==> src/rtl/tsprbs_pkg.sv <==
package tsprbs_pkg;
    typedef enum logic [1:0] {
        MODE_UNFRAMED = 2'b00,
        MODE_TS8      = 2'b01,
        MODE_TS7      = 2'b10,
        MODE_OFF      = 2'b11
    } tsprbs_mode_e;
endpackage

==> src/rtl/tsprbs_slot_sel.sv <==
module tsprbs_slot_sel
    import tsprbs_pkg::*;
#(
    parameter int TS_NUM = 32,
    parameter int BIT_W  = 3,
    localparam int TS_W  = $clog2(TS_NUM),
    localparam int LAST_BIT = (1 << BIT_W) - 1
) (
    input  logic [1:0]        mode,
    input  logic [TS_NUM-1:0] ts_en,
    input  logic              bit_valid,
    input  logic [TS_W-1:0]   ts_idx,
    input  logic [BIT_W-1:0]  bit_idx,
    output logic              bit_use
);
    logic slot_on;
    logic last_bit;

    always_comb begin
        slot_on  = ts_en[ts_idx];
        last_bit = (bit_idx == BIT_W'(LAST_BIT));
        unique case (tsprbs_mode_e'(mode))
            MODE_UNFRAMED: bit_use = bit_valid;
            MODE_TS8:      bit_use = bit_valid & slot_on;
            MODE_TS7:      bit_use = bit_valid & slot_on & ~last_bit;
            default:       bit_use = 1'b0;
        endcase
    end
endmodule

==> src/rtl/tsprbs_gen.sv <==
module tsprbs_gen #(
    parameter int LFSR_W = 15,
    parameter int TAP_A  = 14,
    parameter int TAP_B  = 13
) (
    input  logic clk,
    input  logic rst_n,
    input  logic adv,
    output logic pat_bit
);
    typedef struct packed {
        logic [LFSR_W-1:0] lfsr;
    } gen_st_t;

    gen_st_t st_d, st_q;

    always_comb begin
        pat_bit = st_q.lfsr[TAP_A] ^ st_q.lfsr[TAP_B];
        st_d    = st_q;
        if (adv) begin
            st_d.lfsr = {st_q.lfsr[LFSR_W-2:0], pat_bit};
        end
    end

    always_ff @(posedge clk or negedge rst_n) begin
        if (!rst_n) begin
            st_q.lfsr <= '1;
        end else begin
            st_q <= st_d;
        end
    end

    AST_LFSR_NONZERO: assert property (@(posedge clk) disable iff (!rst_n) st_q.lfsr != '0);
    AST_GEN_IDLE_HOLD: assert property (@(posedge clk) disable iff (!rst_n) !adv |=> $stable(st_q.lfsr));
endmodule

==> src/rtl/tsprbs_checker.sv <==
module tsprbs_checker #(
    parameter int LFSR_W    = 15,
    parameter int TAP_A     = 14,
    parameter int TAP_B     = 13,
    parameter int SYNC_RUN  = 32,
    parameter int BLK_LEN   = 64,
    parameter int LOSS_ERRS = 6,
    parameter int ERR_W     = 16,
    localparam int RUN_W    = $clog2(SYNC_RUN),
    localparam int BLK_W    = $clog2(BLK_LEN),
    localparam int BE_W     = $clog2(LOSS_ERRS + 1)
) (
    input  logic             clk,
    input  logic             rst_n,
    input  logic             use_bit,
    input  logic             din,
    input  logic             rd,
    output logic             sync,
    output logic [ERR_W-1:0] err_cnt
);
    localparam logic [ERR_W-1:0] ERR_MAX = '1;

    typedef struct packed {
        logic [LFSR_W-1:0] sr;
        logic [RUN_W-1:0]  run;
        logic              sync;
        logic [BLK_W-1:0]  blk;
        logic [BE_W-1:0]   berr;
        logic [ERR_W-1:0]  err;
    } chk_st_t;

    chk_st_t st_d, st_q;
    logic    pred;
    logic    mis;
    logic [BE_W-1:0] berr_n;

    always_comb begin
        st_d   = st_q;
        pred   = st_q.sr[TAP_A] ^ st_q.sr[TAP_B];
        mis    = use_bit & (din ^ pred);
        berr_n = st_q.berr + BE_W'(mis);
        if (rd) begin
            st_d.err = '0;
        end
        if (use_bit) begin
            st_d.sr = {st_q.sr[LFSR_W-2:0], din};
            if (!st_q.sync) begin
                if (mis) begin
                    st_d.run = '0;
                end else if (st_q.run == RUN_W'(SYNC_RUN - 1)) begin
                    st_d.sync = 1'b1;
                    st_d.run  = '0;
                    st_d.blk  = '0;
                    st_d.berr = '0;
                end else begin
                    st_d.run = st_q.run + 1'b1;
                end
            end else begin
                if (mis) begin
                    if (rd) begin
                        st_d.err = ERR_W'(1);
                    end else if (st_q.err != ERR_MAX) begin
                        st_d.err = st_q.err + 1'b1;
                    end
                end
                if (berr_n == BE_W'(LOSS_ERRS)) begin
                    st_d.sync = 1'b0;
                    st_d.run  = '0;
                    st_d.blk  = '0;
                    st_d.berr = '0;
                end else if (st_q.blk == BLK_W'(BLK_LEN - 1)) begin
                    st_d.blk  = '0;
                    st_d.berr = '0;
                end else begin
                    st_d.blk  = st_q.blk + 1'b1;
                    st_d.berr = berr_n;
                end
            end
        end
    end

    always_ff @(posedge clk or negedge rst_n) begin
        if (!rst_n) begin
            st_q.sr   <= '1;
            st_q.run  <= '0;
            st_q.sync <= 1'b0;
            st_q.blk  <= '0;
            st_q.berr <= '0;
            st_q.err  <= '0;
        end else begin
            st_q <= st_d;
        end
    end

    assign sync    = st_q.sync;
    assign err_cnt = st_q.err;

    AST_SYNC_ONLY_ON_USE: assert property (@(posedge clk) disable iff (!rst_n) !use_bit |=> $stable(sync));
    AST_BLOCK_ERR_BOUND: assert property (@(posedge clk) disable iff (!rst_n) st_q.berr < BE_W'(LOSS_ERRS));
    AST_NO_OVERFLOW: assert property (@(posedge clk) disable iff (!rst_n)
        (sync && use_bit && mis && !rd && err_cnt == ERR_MAX) |=> err_cnt == ERR_MAX);
    AST_NO_COUNT_UNSYNC: assert property (@(posedge clk) disable iff (!rst_n) (!sync && !rd) |=> $stable(err_cnt));
    AST_READ_CLEARS: assert property (@(posedge clk) disable iff (!rst_n) (rd && !(sync && mis)) |=> err_cnt == '0);
endmodule

==> src/rtl/tsprbs_engine.sv <==
module tsprbs_engine
    import tsprbs_pkg::*;
#(
    parameter int TS_NUM    = 32,
    parameter int BIT_W     = 3,
    parameter int LFSR_W    = 15,
    parameter int TAP_A     = 14,
    parameter int TAP_B     = 13,
    parameter int SYNC_RUN  = 32,
    parameter int BLK_LEN   = 64,
    parameter int LOSS_ERRS = 6,
    parameter int ERR_W     = 16,
    localparam int TS_W     = $clog2(TS_NUM)
) (
    input  logic              clk,
    input  logic              rst_n,
    input  logic              cfg_dir,
    input  logic [1:0]        cfg_mode,
    input  logic [TS_NUM-1:0] cfg_ts_en,
    input  logic              bit_valid,
    input  logic [TS_W-1:0]   ts_idx,
    input  logic [BIT_W-1:0]  bit_idx,
    input  logic              tx_in,
    input  logic              rx_in,
    output logic              tx_out,
    output logic              rx_out,
    output logic              chk_sync,
    output logic [ERR_W-1:0]  err_cnt,
    input  logic              err_rd
);
    logic bit_use;
    logic pat_bit;
    logic chk_din;

    tsprbs_slot_sel #(.TS_NUM(TS_NUM), .BIT_W(BIT_W)) u_sel (
        .mode      (cfg_mode),
        .ts_en     (cfg_ts_en),
        .bit_valid (bit_valid),
        .ts_idx    (ts_idx),
        .bit_idx   (bit_idx),
        .bit_use   (bit_use)
    );

    tsprbs_gen #(.LFSR_W(LFSR_W), .TAP_A(TAP_A), .TAP_B(TAP_B)) u_gen (
        .clk     (clk),
        .rst_n   (rst_n),
        .adv     (bit_use),
        .pat_bit (pat_bit)
    );

    always_comb begin
        tx_out  = (!cfg_dir && bit_use) ? pat_bit : tx_in;
        rx_out  = ( cfg_dir && bit_use) ? pat_bit : rx_in;
        chk_din = cfg_dir ? tx_in : rx_in;
    end

    tsprbs_checker #(
        .LFSR_W(LFSR_W), .TAP_A(TAP_A), .TAP_B(TAP_B), .SYNC_RUN(SYNC_RUN),
        .BLK_LEN(BLK_LEN), .LOSS_ERRS(LOSS_ERRS), .ERR_W(ERR_W)
    ) u_chk (
        .clk     (clk),
        .rst_n   (rst_n),
        .use_bit (bit_use),
        .din     (chk_din),
        .rd      (err_rd),
        .sync    (chk_sync),
        .err_cnt (err_cnt)
    );

    AST_OFF_PASSTHRU: assert property (@(posedge clk) disable iff (!rst_n)
        cfg_mode == MODE_OFF |-> (tx_out == tx_in && rx_out == rx_in));
    AST_TS7_LAST_PASS: assert property (@(posedge clk) disable iff (!rst_n)
        (cfg_mode == MODE_TS7 && bit_idx == '1) |-> (tx_out == tx_in && rx_out == rx_in));
    AST_DIR_IDLE_PATH: assert property (@(posedge clk) disable iff (!rst_n)
        cfg_dir ? (tx_out == tx_in) : (rx_out == rx_in));
endmodule

==> config.mk <==
export PLATFORM = sky130hd
export DESIGN_NAME = tsprbs_engine
export DESIGN_NICKNAME = d
export VERILOG_FILES = /design/src/rtl/tsprbs_pkg.sv /design/src/rtl/tsprbs_slot_sel.sv /design/src/rtl/tsprbs_gen.sv /design/src/rtl/tsprbs_checker.sv /design/src/rtl/tsprbs_engine.sv
export SDC_FILE = /design/constraint.sdc
export NUM_CORES = 1
export LEC_CHECK = 0
export ABC_CLOCK_PERIOD_IN_PS = 4750
export CORE_MARGIN = 1
export CORE_UTILIZATION = 52
export DETAILED_ROUTE_END_ITERATION = 7
export PLACE_DENSITY_LB_ADDON = 0.08
export SLEW_MARGIN = 0
export SYNTH_ARGS = -nofsm -noshare
export SYNTH_HDL_FRONTEND = slang
export SYNTH_SLANG_ARGS = --single-unit
==> constraint.sdc <==
create_clock -name clk -period 4.75 [get_ports clk]
set_input_delay 1.1875 -clock clk [delete_from_list [all_inputs] [get_ports clk]]
set_output_delay 1.1875 -clock clk [all_outputs]
set_load 0.005 [all_outputs]
==> results of run 1 <==
cell usage after synthesis (9+ instances only):
cell type | instances | area (um2)
o21ai_0 | 16 | 80.1
dfrtp_1 | 31 | 776
a22o_1 | 9 | 78.8
buf_4 | 18 | 135
mux2_2 | 40 | 450
nor2b_1 | 11 | 68.8
nand3_1 | 9 | 45.0
dfstp_2 | 30 | 788
mux2i_1 | 11 | 110
nand2_1 | 17 | 63.8
nor2_1 | 14 | 52.6
flip-flops by register name, summed over array words and instances, names as in the netlist:
name	cells
u_chk.st_q	29
u_chk.err_cnt	16
u_chk.sync	1
u_gen.st_q	15
routing by layer:
metal	vias to the layer above	GRT usage (%)	wire length (um)
met5	-	0	0
met4	0	6.27	42
met3	4	6.82	325
met2	69	31.1	3040
met1	1191	26.9	2980
li1	1236	-	-
power groups by stage:
stage                     clock network, W  logic [W]  registers [W]
final                             0.000441   0.000286       0.000679
after global routing              0.000477   0.000319       0.000690
after CTS                         0.000455   0.000288       0.000679
after detailed placement                 0   0.000283       0.000687
after global placement                   0   0.000277       0.000685
after floorplan                          0   0.000200       0.000674
final cells by class:
| cell class | instances | area, um2 |
|---|---|---|
| clock inverter | 6 | 43.8 |
| multi-input combinational | 212 | 1740 |
| sequential | 61 | 1560 |
| timing repair buffer | 81 | 776 |
| tap | 77 | 96.3 |
| clock buffer | 10 | 149 |
| fill | 515 | 2040 |
| inverter | 5 | 18.8 |
final timing paths:
| kind | startpoint | end | cells past startpoint |
|---|---|---|---|
| max | ts_idx[0] | rx_out | 10 |
| min | u_chk.st_q[32] | u_chk.st_q[32] | 2 |
| max reg2reg | u_chk.st_q[44] | u_chk.st_q[28] | 10 |
| min reg2reg | u_chk.st_q[32] | u_chk.st_q[32] | 2 |
| max in group asynchronous | rst_n | u_chk.st_q[44] | 2 |
| min in group asynchronous | rst_n | u_chk.err_cnt[6] | 1 |
worst max-delay path, stage by stage:
cell	delay, ps
clkdlybuf4s15_1	230
buf_6	180
mux2i_1	120
mux4_2	490
a311oi_2	320
a31oi_4	150
buf_6	140
nor2b_1	120
mux2_2	340
clkdlybuf4s15_1	200
stage by stage:
stage          cell area [um2]  setup WS, ps  util (%)  setup TNS (ps)  std cells
2_1_floorplan             3500           117         -               0        307
3_3_place_gp              4160          -368      64.7           -2290        434
3_5_place_dp              4160          -410      64.7           -3750        434
4_1_cts                   4380          44.0      68.2               0        452
5_1_grt                   4380         0.745      68.2               0        452
6_report                  4380          91.2      68.2               0        452
logic make-up after synthesis:
kind of cell / share of synthesized area [%]
and+or+nand+nor: 16.3
xor gates and xnor gates: 1.00
adders and majority gates: 2.14
DFF: 44.7
muxes: 20.1
buffers and inverters: 6.15
AOI/OAI and AO/OA: 9.69
timing repair:
action / 4_1_cts / 5_1_grt
setup endpoints to repair: 2 / 1
pin swaps: 2 / 1
gates resized for setup: 12 / 0
setup buffers: 2 / 0
==> impl_metrics.tcl, run 1 <==
set metrics [dict create \
    status "finished, violations left" \
    violations "design-rule violations" \
    worst-slew-pin-transition_ps 813 \
    synth_fp_nets 362 \
    gp_congestion 0.714 \
    final-hold-violation-count 0 \
    clk_pin_slew_worst_paths_ps 70 \
    htree_levels 3 \
    route.detailed.drc 1 \
    relSlewSlack_pct 45.6 \
    grt.total_usage_pct 20.2 \
    end_kind "primary output" \
    grt_start_max_net_pins 40 \
    cts_num_sinks 61 \
    antenna_found_initial 0 \
    synth_cell_types 52 \
    fin_worst_hold_slack_ps 484 \
    yosysWarningCount 0 \
    p_leak_nw 1.82 \
    fin_skew_ps 13.7 \
    crit_fanout 10 \
    clk_latency_ps 340 \
    fin_crit_ps 4660 \
    synth-seq-area-share_pct 44.7 \
    intPower_w 0.00102 \
    dpl.hpwl_um 4560 \
    drt_iter0_drc 103 \
    syn_area_per_cell_um2 11.4 \
    via_count 2500 \
    max_freq_mhz 215 \
    cp.required_ps 3560 \
    cts_buffer_depth 2 \
    cts_made_buffers 9 \
    min_path_type "flip-flop to flip-flop" \
    port_buffers 67 \
    syn-instance-count 307 \
    power_switching_w 0.000384 \
    antennaDiodeCount 0 \
    syn-cell-area_um2 3500 \
    ctsHoldBuffers 0 \
    post-route-period-util_pct 98.1 \
    nets 425 \
    synth_edf_count 0 \
    grt_pass1_wl_um 11200 \
    crit_path_start_kind "input port" \
    drt-pass1-iter-count 6 \
    rsz0062_at_grt "false" \
    ant_nets 0 \
    gr-total-overflow 0 \
    seqPwrFrac_pct 48.3 \
    routed_via_density 5.53 \
    comb_power_share_pct 20.3 \
    ys.flop_type "dfrtp_1" \
    synth.ff_latch_count 61 \
    grt_pass1_vias 2499 \
    max_cap_violations 0 \
    final_cell_mix "clkdlybuf4s50_1, mux2_2, dfrtp_1, dfstp_2, nand2_1" \
    syn2layout_area_growth_pct 25.2 \
    initial_utilization_pct 54.5 \
    dieArea_um2 7060 \
    async_flop_share_pct 100 \
    slew_violations 0 \
    finalPower_w 0.00141 \
    core_um2 6420 \
    crit_arrival_ps 3470 \
    p_per_area_nw_per_um2 321 \
    setup_violations 0 \
    num_rows 29 \
    avgRoutedWirePerCell_um 14.1 \
    totalWireLength_um 6390 \
    io_pins 68 \
    crit_type "input port to primary output" \
    clockRootBuffer "clkbuf_8" \
    clockPowerShare_pct 31.3 \
    irDropWorstVdd_mv 0.222 \
    p_sw_share_pct 27.3 \
    layout-drive-gt1-share_pct 31.7 \
    die_x_um 84.1 \
    cts_tree "built" \
    final_common_cell "clkdlybuf4s50_1" \
    reg2reg_setup_slack_ps 2070 \
    fp.dieH_um 84.1 \
]
No activity file was read; power rests on OpenSTA's default activity.
==> run 2: changes to the inputs <==
- REMOVE_ABC_BUFFERS: default -> 1
==> run 2 against run 1 <==
Effect of this change: the run still ends with design-rule violations left; routed wire length increased by 5.3%; combinational power about the same; first-iteration DRC count increased by 21%; non-clock buffer count unchanged; cell count unchanged; sequential power about the same; sequential share of layout area increased by 0.082 points; critical path depth decreased by 2; final area decreased by 0.23%; worst setup slack got worse by 1.8 ps; power increased by 1.5%; core utilization decreased by 0.16 points; critical path type unchanged; largest power group unchanged; highest routed layer unchanged.
==> impl_metrics.tcl, run 2 (same netlist as run 1, synthesis figures left out) <==
set metrics [dict create \
    final-hold-violation-count 0 \
    num_rows 29 \
    place_ws_ps -397 \
    clk_latency_ps 340 \
    relSlewSlack_pct 45.8 \
    crit_path_start_kind "input port" \
    htree_levels 3 \
    clockRootBuffer "clkbuf_8" \
    reg2reg_depth 10 \
    max_freq_mhz 215 \
    antennaDiodeCount 0 \
    status "finished, violations left" \
    final_common_cell "clkdlybuf4s50_1" \
    power_switching_w 0.000384 \
    drt-pass1-iter-count 6 \
    core_um2 6420 \
    finalPower_w 0.00143 \
    fillCellCount 499 \
    die_x_um 84.1 \
    max_cap_violations 0 \
    dieArea_um2 7060 \
    p_leak_nw 1.83 \
    crit_fanout 2 \
    avgRoutedWirePerCell_um 14.9 \
    route.detailed.drc 4 \
    violations "design-rule violations" \
    via_count 2535 \
    intPower_w 0.00104 \
    clk_pin_slew_worst_paths_ps 70 \
    grt.total_usage_pct 21.1 \
    end_kind "primary output" \
    fin_skew_ps 8.38 \
    fp.dieH_um 84.1 \
    grt_start_max_net_pins 42 \
    ant_nets 0 \
    critPathCapture "tx_out" \
    slew_violations 0 \
    regMostFlops "u_chk.st_q" \
    cp.required_ps 3560 \
    dpl.hpwl_um 4760 \
    antenna_found_initial 0 \
    p_per_area_nw_per_um2 326 \
    fin_crit_ps 4660 \
    cts_buffer_depth 2 \
    syn2layout_area_growth_pct 24.9 \
    worst_slack_ps 89.4 \
    crit_type "input port to primary output" \
    r2r-start "u_chk.st_q[44]" \
    gp_congestion 0.732 \
    gr-total-overflow 0 \
    worst-slew-pin-transition_ps 811 \
    cts_tree "built" \
    post-route-period-util_pct 98.1 \
    ctsHoldBuffers 0 \
    min_path_type "flip-flop to flip-flop" \
    comb_power_share_pct 20.3 \
    totalWireLength_um 6730 \
    r2r-end "u_chk.st_q[29]" \
    io_pins 68 \
    routed_via_density 5.61 \
    reg2reg_setup_slack_ps 2030 \
    nets 425 \
    seqPwrFrac_pct 47.6 \
    clockPowerShare_pct 32.1 \
    irDropWorstVdd_mv 0.180 \
    port_buffers 67 \
    setup_tns_ps 0 \
    cts_made_buffers 9 \
    setup_violations 0 \
    initial_utilization_pct 54.5 \
    startpoint "cfg_ts_en[19]" \
    drt_iter0_drc 125 \
    cts_num_sinks 61 \
    p_sw_share_pct 26.9 \
    layout-drive-gt1-share_pct 31.2 \
    final_cell_mix "clkdlybuf4s50_1, mux2_2, dfrtp_1, dfstp_2, nand2_1" \
    grt_pass1_vias 2597 \
    rsz0062_at_grt "false" \
    crit_arrival_ps 3470 \
    grt_pass1_wl_um 11600 \
    largest_register_ffs 29 \
]
[run 2: repair_timing]
action                                  in CTS  in global routing
buffers inserted                             2                  0
pin swaps                                    2                  1
endpoints found under the setup margin       2                  2
gates resized for setup                      8                  1
[run 2: power groups by stage]
stage	combinational (W)	sequential [W]	clock, W
after floorplan	0.000188	0.000674	0
after global placement	0.000283	0.000684	0
after detailed placement	0.000291	0.000687	0
after CTS	0.000295	0.000679	0.000473
after global routing	0.000325	0.000690	0.000493
final	0.000289	0.000679	0.000458
[run 2: metal layers]
| layer | track usage [%] | up-vias | wire length, um | share of wire [%] |
|---|---|---|---|---|
| li1 | - | 1236 | - | - |
| met1 | 25.8 | 1238 | 3020 | 45 |
| met2 | 35.5 | 54 | 3400 | 50 |
| met3 | 4.65 | 7 | 217 | 3.2 |
| met4 | 9.72 | 0 | 94 | 1.4 |
| met5 | 0 | - | 0 | 0 |
[run 2: worst min-delay path by stage]
stage	start	cells after the start	endpoint	slack (ps)
after floorplan	u_chk.st_q[31]	2	u_chk.st_q[31]	450
after global placement	u_chk.st_q[31]	2	u_chk.st_q[31]	470
after detailed placement	u_chk.st_q[31]	2	u_chk.st_q[31]	470
after CTS	u_chk.st_q[31]	2	u_chk.st_q[31]	480
after global routing	u_chk.st_q[32]	2	u_chk.st_q[32]	500
final	u_chk.st_q[31]	2	u_chk.st_q[31]	480
[run 2: area by class of cell]
type,instances,area (um2),area share (%)
repair buffers,81,766,17.5
flip-flops and latches,61,1560,35.8
inverters,5,18.8,0.429
clock inverters,7,73.8,1.69
well taps,77,96.3,2.20
multi-input cells,212,1730,39.6
clock buffers,9,124,2.83
[run 2: stage by stage]
| step | area, um2 | cells | utilization (%) | hold WS, ps |
|---|---|---|---|---|
| after floorplan | 3300 | 278 | - | 455 |
| after global placement | 4160 | 434 | 64.7 | 465 |
| after detailed placement | 4160 | 434 | 64.7 | 472 |
| after CTS | 4380 | 452 | 68.2 | 484 |
| after global routing | 4370 | 452 | 68.1 | 503 |
| final | 4370 | 452 | 68.1 | 477 |
[run 2: worst max-delay path, stage by stage]
cell             delay (ps)
clkdlybuf4s50_1         380
mux4_1                  510
mux2_4                  270
or3_4                   340
a31oi_4                 210
nor2_1                   60
mux2_2                  260
dlygate4sd2_1           260
==> run 3: changes to the inputs <==
- CTS_CLUSTER_SIZE: default -> 14
==> results of run 3 <==
No change in the layout: final DEF, timing and power equal those of run 2.
